==> src/rtl/alarm_cd_pkg.sv <==
package alarm_cd_pkg;
  // field geometry of the interval word
  localparam int SEC_W   = 6;
  localparam int MIN_W   = 6;
  localparam int HR_W    = 5;
  localparam int SEC_LSB = 0;
  localparam int MIN_LSB = 8;
  localparam int HR_LSB  = 16;
  localparam int DAY_LSB = 21;
  localparam int SEC_MAX = 59;
  localparam int MIN_MAX = 59;
  localparam int HR_MAX  = 23;

  // control bit positions
  localparam int RUN_BIT  = 8;
  localparam int IRQE_BIT = 0;
  localparam int FLAG_BIT = 0;

  // byte offsets
  localparam int OFS_SPAN = 'h0C;
  localparam int OFS_RUN  = 'h14;
  localparam int OFS_IRQE = 'h18;
  localparam int OFS_FLAG = 'h1C;

  typedef enum logic [2:0] {
    SEL_NONE,
    SEL_SPAN,
    SEL_RUN,
    SEL_IRQE,
    SEL_FLAG
  } reg_sel_e;
endpackage

==> src/rtl/alarm_cd_stage.sv <==
module alarm_cd_stage #(
  parameter int W    = 6,
  parameter int MAXV = 59
) (
  input  logic         clk,
  input  logic         rst,
  input  logic         load,
  input  logic [W-1:0] load_val,
  input  logic         dec_in,
  output logic [W-1:0] val,
  output logic         borrow_out
);
  logic [W-1:0] q;

  assign borrow_out = dec_in && (q == '0);
  assign val        = q;

  always_ff @(posedge clk) begin
    if (rst) begin
      q <= '0;
    end else if (load) begin
      q <= load_val;
    end else if (dec_in) begin
      if (q == '0) q <= W'(MAXV);
      else         q <= q - 1'b1;
    end
  end
endmodule

==> src/rtl/alarm_cd_regs.sv <==
module alarm_cd_regs
  import alarm_cd_pkg::*;
#(
  parameter int ADDR_W = 8,
  parameter int DATA_W = 32
) (
  input  logic              clk,
  input  logic              rst,
  input  logic              bus_wr,
  input  logic              bus_rd,
  input  logic [ADDR_W-1:0] bus_addr,
  input  logic [DATA_W-1:0] bus_wdata,
  input  logic [DATA_W-1:0] span_word,
  input  logic              expire,
  output logic              span_load,
  output logic              run_en,
  output logic              irq_en,
  output logic              flag,
  output logic              irq,
  output logic [DATA_W-1:0] bus_rdata
);
  reg_sel_e    sel;
  logic        run_d, irqe_d, flag_d, clr;
  logic [DATA_W-1:0] rd_mux;
  logic        unused_wdata;

  assign unused_wdata = ^bus_wdata;

  always_comb begin
    unique case (bus_addr)
      ADDR_W'(OFS_SPAN): sel = SEL_SPAN;
      ADDR_W'(OFS_RUN):  sel = SEL_RUN;
      ADDR_W'(OFS_IRQE): sel = SEL_IRQE;
      ADDR_W'(OFS_FLAG): sel = SEL_FLAG;
      default:           sel = SEL_NONE;
    endcase
  end

  assign span_load = bus_wr && (sel == SEL_SPAN);
  assign clr       = bus_wr && (sel == SEL_FLAG) && bus_wdata[FLAG_BIT];

  always_comb begin
    run_d  = run_en;
    irqe_d = irq_en;
    if (bus_wr && sel == SEL_RUN)  run_d  = bus_wdata[RUN_BIT];
    if (bus_wr && sel == SEL_IRQE) irqe_d = bus_wdata[IRQE_BIT];
    // expiry takes precedence over a clear in the same cycle
    flag_d = expire || (flag && !clr);
  end

  always_comb begin
    rd_mux = '0;
    unique case (sel)
      SEL_SPAN: rd_mux = span_word;
      SEL_RUN:  rd_mux[RUN_BIT]  = run_en;
      SEL_IRQE: rd_mux[IRQE_BIT] = irq_en;
      SEL_FLAG: rd_mux[FLAG_BIT] = flag;
      default:  rd_mux = '0;
    endcase
  end

  always_ff @(posedge clk) begin
    if (rst) begin
      run_en    <= 1'b0;
      irq_en    <= 1'b0;
      flag      <= 1'b0;
      irq       <= 1'b0;
      bus_rdata <= '0;
    end else begin
      run_en <= run_d;
      irq_en <= irqe_d;
      flag   <= flag_d;
      irq    <= flag_d && irqe_d;
      if (bus_rd) bus_rdata <= rd_mux;
    end
  end
endmodule

==> src/rtl/alarm_countdown.sv <==
module alarm_countdown
  import alarm_cd_pkg::*;
#(
  parameter int ADDR_W = 8,
  parameter int DATA_W = 32,
  parameter int DAY_W  = 8
) (
  input  logic              clk,
  input  logic              rst,
  input  logic              tick_1hz,
  input  logic              bus_wr,
  input  logic              bus_rd,
  input  logic [ADDR_W-1:0] bus_addr,
  input  logic [DATA_W-1:0] bus_wdata,
  output logic [DATA_W-1:0] bus_rdata,
  output logic              irq
);
  localparam int DAY_MAX = (1 << DAY_W) - 1;

  logic              span_load, run_en, irq_en, flag;
  logic              dec, expire, span_nz;
  logic              b_sec, b_min, b_hr, b_day;
  logic [SEC_W-1:0]  sec_q;
  logic [MIN_W-1:0]  min_q;
  logic [HR_W-1:0]   hr_q;
  logic [DAY_W-1:0]  day_q;
  logic [DATA_W-1:0] span_word;

  always_comb begin
    span_word = '0;
    span_word[SEC_LSB +: SEC_W] = sec_q;
    span_word[MIN_LSB +: MIN_W] = min_q;
    span_word[HR_LSB  +: HR_W]  = hr_q;
    span_word[DAY_LSB +: DAY_W] = day_q;
  end

  assign span_nz = |span_word;
  assign dec     = run_en && tick_1hz && !span_load && span_nz;
  assign expire  = dec && (span_word == DATA_W'(1));

  alarm_cd_stage #(.W(SEC_W), .MAXV(SEC_MAX)) u_sec (
    .clk(clk), .rst(rst), .load(span_load),
    .load_val(bus_wdata[SEC_LSB +: SEC_W]),
    .dec_in(dec), .val(sec_q), .borrow_out(b_sec));

  alarm_cd_stage #(.W(MIN_W), .MAXV(MIN_MAX)) u_min (
    .clk(clk), .rst(rst), .load(span_load),
    .load_val(bus_wdata[MIN_LSB +: MIN_W]),
    .dec_in(b_sec), .val(min_q), .borrow_out(b_min));

  alarm_cd_stage #(.W(HR_W), .MAXV(HR_MAX)) u_hr (
    .clk(clk), .rst(rst), .load(span_load),
    .load_val(bus_wdata[HR_LSB +: HR_W]),
    .dec_in(b_min), .val(hr_q), .borrow_out(b_hr));

  alarm_cd_stage #(.W(DAY_W), .MAXV(DAY_MAX)) u_day (
    .clk(clk), .rst(rst), .load(span_load),
    .load_val(bus_wdata[DAY_LSB +: DAY_W]),
    .dec_in(b_hr), .val(day_q), .borrow_out(b_day));

  logic unused_borrow;
  assign unused_borrow = b_day;

  alarm_cd_regs #(.ADDR_W(ADDR_W), .DATA_W(DATA_W)) u_regs (
    .clk(clk), .rst(rst),
    .bus_wr(bus_wr), .bus_rd(bus_rd), .bus_addr(bus_addr),
    .bus_wdata(bus_wdata), .span_word(span_word), .expire(expire),
    .span_load(span_load), .run_en(run_en), .irq_en(irq_en),
    .flag(flag), .irq(irq), .bus_rdata(bus_rdata));
endmodule

==> config.mk <==
export PLATFORM = sky130hd
export DESIGN_NAME = alarm_countdown
export DESIGN_NICKNAME = d
export VERILOG_FILES = /design/src/rtl/alarm_cd_pkg.sv /design/src/rtl/alarm_cd_stage.sv /design/src/rtl/alarm_cd_regs.sv /design/src/rtl/alarm_countdown.sv
export SDC_FILE = /design/constraint.sdc
export NUM_CORES = 1
export LEC_CHECK = 0
export BUFFER_PORTS_ARGS = -buffer_cell sky130_fd_sc_hd__buf_4
export CAP_MARGIN = 30
export CORE_ASPECT_RATIO = 1.1
export CORE_MARGIN = 1.5
export CORE_UTILIZATION = 25
export DETAILED_ROUTE_END_ITERATION = 16
export PLACE_DENSITY_LB_ADDON = 0.15
export SLEW_MARGIN = 10
export SYNTH_ARGS = -nofsm -noshare
export SYNTH_HDL_FRONTEND = slang
export SYNTH_SLANG_ARGS = --single-unit
==> constraint.sdc <==
create_clock -name clk -period 2.3 [get_ports clk]
set_input_delay 0.46 -clock clk [delete_from_list [all_inputs] [get_ports clk]]
set_output_delay 0.46 -clock clk [all_outputs]
set_load 0.01 [all_outputs]
Word level (Yosys, flattened, before mapping). Cells that the tools add are included.

Flip-flop bits (word level): 61. Input bits: 45. Word-level logic and storage cells: 66.

Add/sub/neg operators: 4. Eq/ne operators: 9. Multiplexer cells: 18. Reduce and logical (&&, ||, !) cells: 26.

Operator list (count): 6-bit two-way mux (6); 25-bit by 1-bit equality test with 1-bit output, second input constant (1); 25-bit OR reduction (1); 8-bit by 5-bit equality test with 1-bit output, second input constant (3); 8-bit two-way mux (3); 20-bit two-way mux (1); 5-bit two-way mux (4); 1-bit logical AND (14); 6-bit zero test (2); 3-bit one-hot mux with 4 select lines (1); 6-bit by 1-bit subtractor with 6-bit output, second input constant (2); 8-bit by 4-bit equality test with 1-bit output, second input constant (1); 8-bit zero test (1); 2-bit nonzero test (4); 8-bit by 1-bit subtractor with 8-bit output, second input constant (1); 3-bit by 2-bit equality test with 1-bit output, second input constant (2); 5-bit zero test (1); 5-bit by 1-bit subtractor with 5-bit output, second input constant (1); 3-bit by 1-bit equality test with 1-bit output, second input constant (1); 3-bit equality test, second input constant (1); 1-bit one-hot mux with 3 select lines (1); 1-bit zero test (2); 1-bit one-hot mux with 2 select lines (1); 1-bit logical OR (1); 1-bit two-way mux (1).

Logic depth before layout (Yosys ltp).
Depth after elaboration: 12. Gate-level depth with buffers: 7.

Modules after synthesis. Synthesis repeated with hierarchy kept, for this count alone.

Cell total of the unflattened synthesis: 332. Area, all modules: 3005.4 um2.

By module, submodules not included: alarm_cd_regs (instances 1, cells an instance 102, area each 1270.0 um2); alarm_cd_stage (u_min ...) (instances 2, cells an instance 56, area each 397.9 um2); alarm_cd_stage (u_day) (instances 1, cells an instance 70, area each 551.8 um2); alarm_cd_stage (u_hr) (instances 1, cells an instance 35, area each 285.3 um2); alarm_countdown (instances 1, cells an instance 13, area each 102.6 um2).

Worst setup path before layout. Ideal clock, no wire load.

Path type: input port to flip-flop. Start: input bus_addr[1]. End: register u_day.q[4], in the netlist u_day.val[4]. Library setup time: 116 ps. Data arrival time: 2001 ps. Data required time: 2184 ps. Setup slack: 183 ps. Stages: 6. Buffers on the path: 1. Path through: or4_4 nor4_4 buf_4 nor3_1 mux2_2 a31o_2.

Word-level cells in the longest chain between the ends: 11.

Ends and longest elaborated chain: from (decl) (RTL line alarm_countdown.sv:13) `input logic [ADDR_W-1:0] bus_addr,`; 8-bit by 5-bit equality test with 1-bit output or 8-bit by 4-bit equality test with 1-bit output (tied branches) (RTL line alarm_cd_regs.sv:30) `unique case (bus_addr)`; 3-bit one-hot mux with 4 select lines (*) (RTL line alarm_cd_regs.sv:30); 3-bit by 1-bit equality test with 1-bit output (*) (RTL line alarm_cd_regs.sv:39) `assign span_load = bus_wr && (sel == SEL_SPAN);`; 1-bit logical AND (*) (RTL line alarm_cd_regs.sv:39); 1-bit zero test (RTL line alarm_countdown.sv:38) `assign dec = run_en && tick_1hz && !span_load && span_nz;`; 1-bit logical AND (2 in a row) (RTL line alarm_countdown.sv:38); 1-bit logical AND (3 in a row) (RTL line alarm_cd_stage.sv:15) `assign borrow_out = dec_in && (q == '0);`; 2-bit nonzero test (no line); to (signal assigned) (RTL line alarm_cd_stage.sv:22) `q <= load_val;`; to (signal assigned) (RTL line alarm_cd_stage.sv:24) `if (q == '0) q <= W'(MAXV);`; to (signal assigned) (RTL line alarm_cd_stage.sv:25) `else q <= q - 1'b1;`; to (decl) (RTL line alarm_cd_stage.sv:13) `logic [W-1:0] q;`.

Mark *: on every way between the ends. The rest lies on a longest branch, timed or not. A chain may end at the register's enable or synchronous reset.

Worst setup path after layout.
Start: register u_sec.q[1], in the netlist u_sec.val[1]. End: register u_day.q[3], in the netlist u_day.val[3].

Word-level cells in the longest chain between the ends: 6.

Ends and longest elaborated chain: from (decl) (RTL line alarm_cd_stage.sv:13); from (signal assigned) (RTL line alarm_cd_stage.sv:22); from (signal assigned) (RTL line alarm_cd_stage.sv:24); from (signal assigned) (RTL line alarm_cd_stage.sv:25); 25-bit OR reduction (RTL line alarm_countdown.sv:37) `assign span_nz = |span_word;`; 1-bit logical AND (RTL line alarm_countdown.sv:38); 1-bit logical AND (*) (3 in a row) (RTL line alarm_cd_stage.sv:15); 2-bit nonzero test (no line) (*).

Marks and branches as above.

==> metrics.cfg <==
[status]
status=finished clean

[logic_synthesis]
syn_area_mm2=0.00309
synth-seq-area-share_pct=35.0
ys_seq_elements=54
synth_warnings=0
avgSynthCellArea_um2=8.32
ys_async_sr_fraction_pct=0
ys.flop_type=dfxtp_1
syn_inst=371
yosysUniqueCellTypes=62
synth_top_area_cell=dfxtp_1
yosysTopAreaCellShare_pct=35.0
yosys-top-cells-area=dfxtp_1 (35%), a21oi_1 (6.2%), nand2b_1 (5.3%), nand3_1 (5.0%), ha_1 (3.2%)
synth_edf_count=0

[drt]
post-route-drc-count=0
routed_wire_length_per_instance_um=15.0
drt_iter0_drc=151
drt_wl_total_mm=9.05
drt_pass1_iterations=4
ant_nets=0
routed_via_density=4.99
vias=3016

[layout]
final_cell_mix=buf_4 (91), dfxtp_1 (54), a21oi_1 (38), nand3_1 (31), nand2b_1 (26)
final_common_cell=buf_4
nFillCells=1319
drive_gt1_share_pct=27.1
nets=503
antenna_cells=0
area_growth_pct=30.4
fin_util_pct=33.5
design_area_mm2=0.00403
fin_cells=604

[sta]
postLayoutSetupSlackWorst_ns=0.166
fmax_mhz=469
hold_slack_ns=0.368
finalCriticalPeriod_ns=2.13
fin_skew_ns=0.00395
setup_viol=0
rsz0062_at_grt=false
tns_ns=0
period_share_pct=92.8
finalMaxSlewViolations=0
finalHoldViolCount=0

[die]
coreArea_mm2=0.0120
fp.dieH_um=120
dieArea_mm2=0.0130
die_w_um=109
rows=42
pin_count=78
start_util_pct=25.7

[cts]
postCtsHoldBufs=0
numCtsBuffers=5
clk_pin_slew_ns=0.07
cts-root-buf=clkbuf_16
clock_latency_ns=0.29
htree_levels=2
cts_tree=yes
cts_buffer_depth=2
clock-sinks=54

[place]
gp_congestion=0.851
dp_cells=597
place_area_mm2=0.00388
hpwl_mm=6.80
port_buffers=63
post-place-ws_ns=0.0307

[grt]
antenna_found_initial=0
grt_max_degree=51
grt_pass1_wl_mm=14.6
grt_pass1_vias=2906
grt.total_usage_pct=14.3
grt_overflow=0

[critical_path]
path_class=flip-flop to flip-flop
worstSetupStartpointType=flip-flop
cp_max_fo=6
required_ns=2.48
cp-end-kind=flip-flop
arrival_ns=2.32

[power]
switching_power_uw=413
p_sw_share_pct=22.8
seqPwrFrac_pct=51.7
p_int_mw=1.40
powerDensity_mw_per_mm2=450
p_leak_nw=1.57
p_comb_share_pct=7.5
irDropWorstVdd_mv=0.285
clkPwrFrac_pct=40.8
power_mw=1.81

[flow_run]
maxCapViolCount=0

[hold_path]
min_path_type=input port to flip-flop

[logic make-up (layout without fill, tap and decap cells)]
group | after synthesis | count (layout) | synth area share, %
AO/OA/AOI/OAI | 97 | 97 | 21.5
XOR/XNOR | 1 | 1 | 0.284
adder cells (fa/ha/maj) | 8 | 8 | 3.24
buffers and inverters | 42 | 115 | 6.44
flip-flops | 54 | 54 | 35.0
multiplexers | 7 | 7 | 2.35
other | 1 | 7 | 0.121
AND/OR/NAND/NOR | 161 | 161 | 31.0
[critical path, stage by stage (launching register included)]
cell and delay [ns]:
dfxtp_1 0.36, inv_1 0.13, ha_1 0.24, nor4bb_1 0.27, and4_1 0.30, o21ai_2 0.10, buf_4 0.17, and4b_1 0.20
a311o_1 0.26
[what timing repair did]
action	CTS	global route
setup endpoints to repair	0	2
gates resized for setup	0	2
buffers inserted	0	0
[synthesized netlist by cell type (all sizes together), types with 5 or more instances]
cell,number
buf,17
o211ai,5
a311o,5
nor2b,5
nor3,11
nor4,12
nor2,19
clkbuf,10
dfxtp,54
mux2i,5
a21oi,38
ha,8
o31ai,5
a211oi,6
o21ai,12
nand2b,26
nand3,32
and3,7
inv,15
nand2,22
[path summary, 6_finish.rpt]
path | startpoint | endpoint | slack, ns | cells after the start
hold / removal | bus_wdata[26] | u_day.val[5] | 0.37 | 3
setup reg to reg | u_sec.val[1] | u_day.val[3] | 0.17 | 8
setup / recovery | u_sec.val[1] | u_day.val[3] | 0.17 | 8
hold reg to reg | u_regs.bus_rdata[26] | u_regs.bus_rdata[26] | 0.47 | 2
[registers in the layout, indices dropped and copies added, names as in the netlist]
register,count
u_regs.irq,1
u_regs.run_en,1
u_regs.flag,1
u_day.val,8
u_min.val,6
u_sec.val,6
u_regs.bus_rdata,25
u_hr.val,5
u_regs.irq_en,1
[power groups by stage]
| stage | registers (mW) | logic, mW | clock network, mW |
|---|---|---|---|
| 2_1_floorplan | 0.959 | 0.0657 | 0 |
| 3_3_place_gp | 0.959 | 0.137 | 0 |
| 3_5_place_dp | 0.959 | 0.138 | 0 |
| 4_1_cts | 0.937 | 0.137 | 0.760 |
| 5_1_grt | 0.937 | 0.149 | 0.800 |
| 6_report | 0.937 | 0.135 | 0.740 |
[per-layer routing]
layer	vias to the layer above	track usage (%)	routed length (um)
li1	1516	-	-
met1	1418	19.3	4330
met5	-	0	0
met3	9	2.66	390
met2	73	23.2	4220
met4	0	3.70	108
[final cells by class]
type	instances	area, um^2	area share (%)
repair buffers	93	723	18.0
inverters	15	56.3	1.40
clock buffers	6	129	3.20
well taps	154	193	4.78
multi-input cells	281	1840	45.6
flip-flops and latches	54	1080	26.8
clock inverters	1	7.51	0.186
Note: power is estimated with default switching activity, not from simulation.
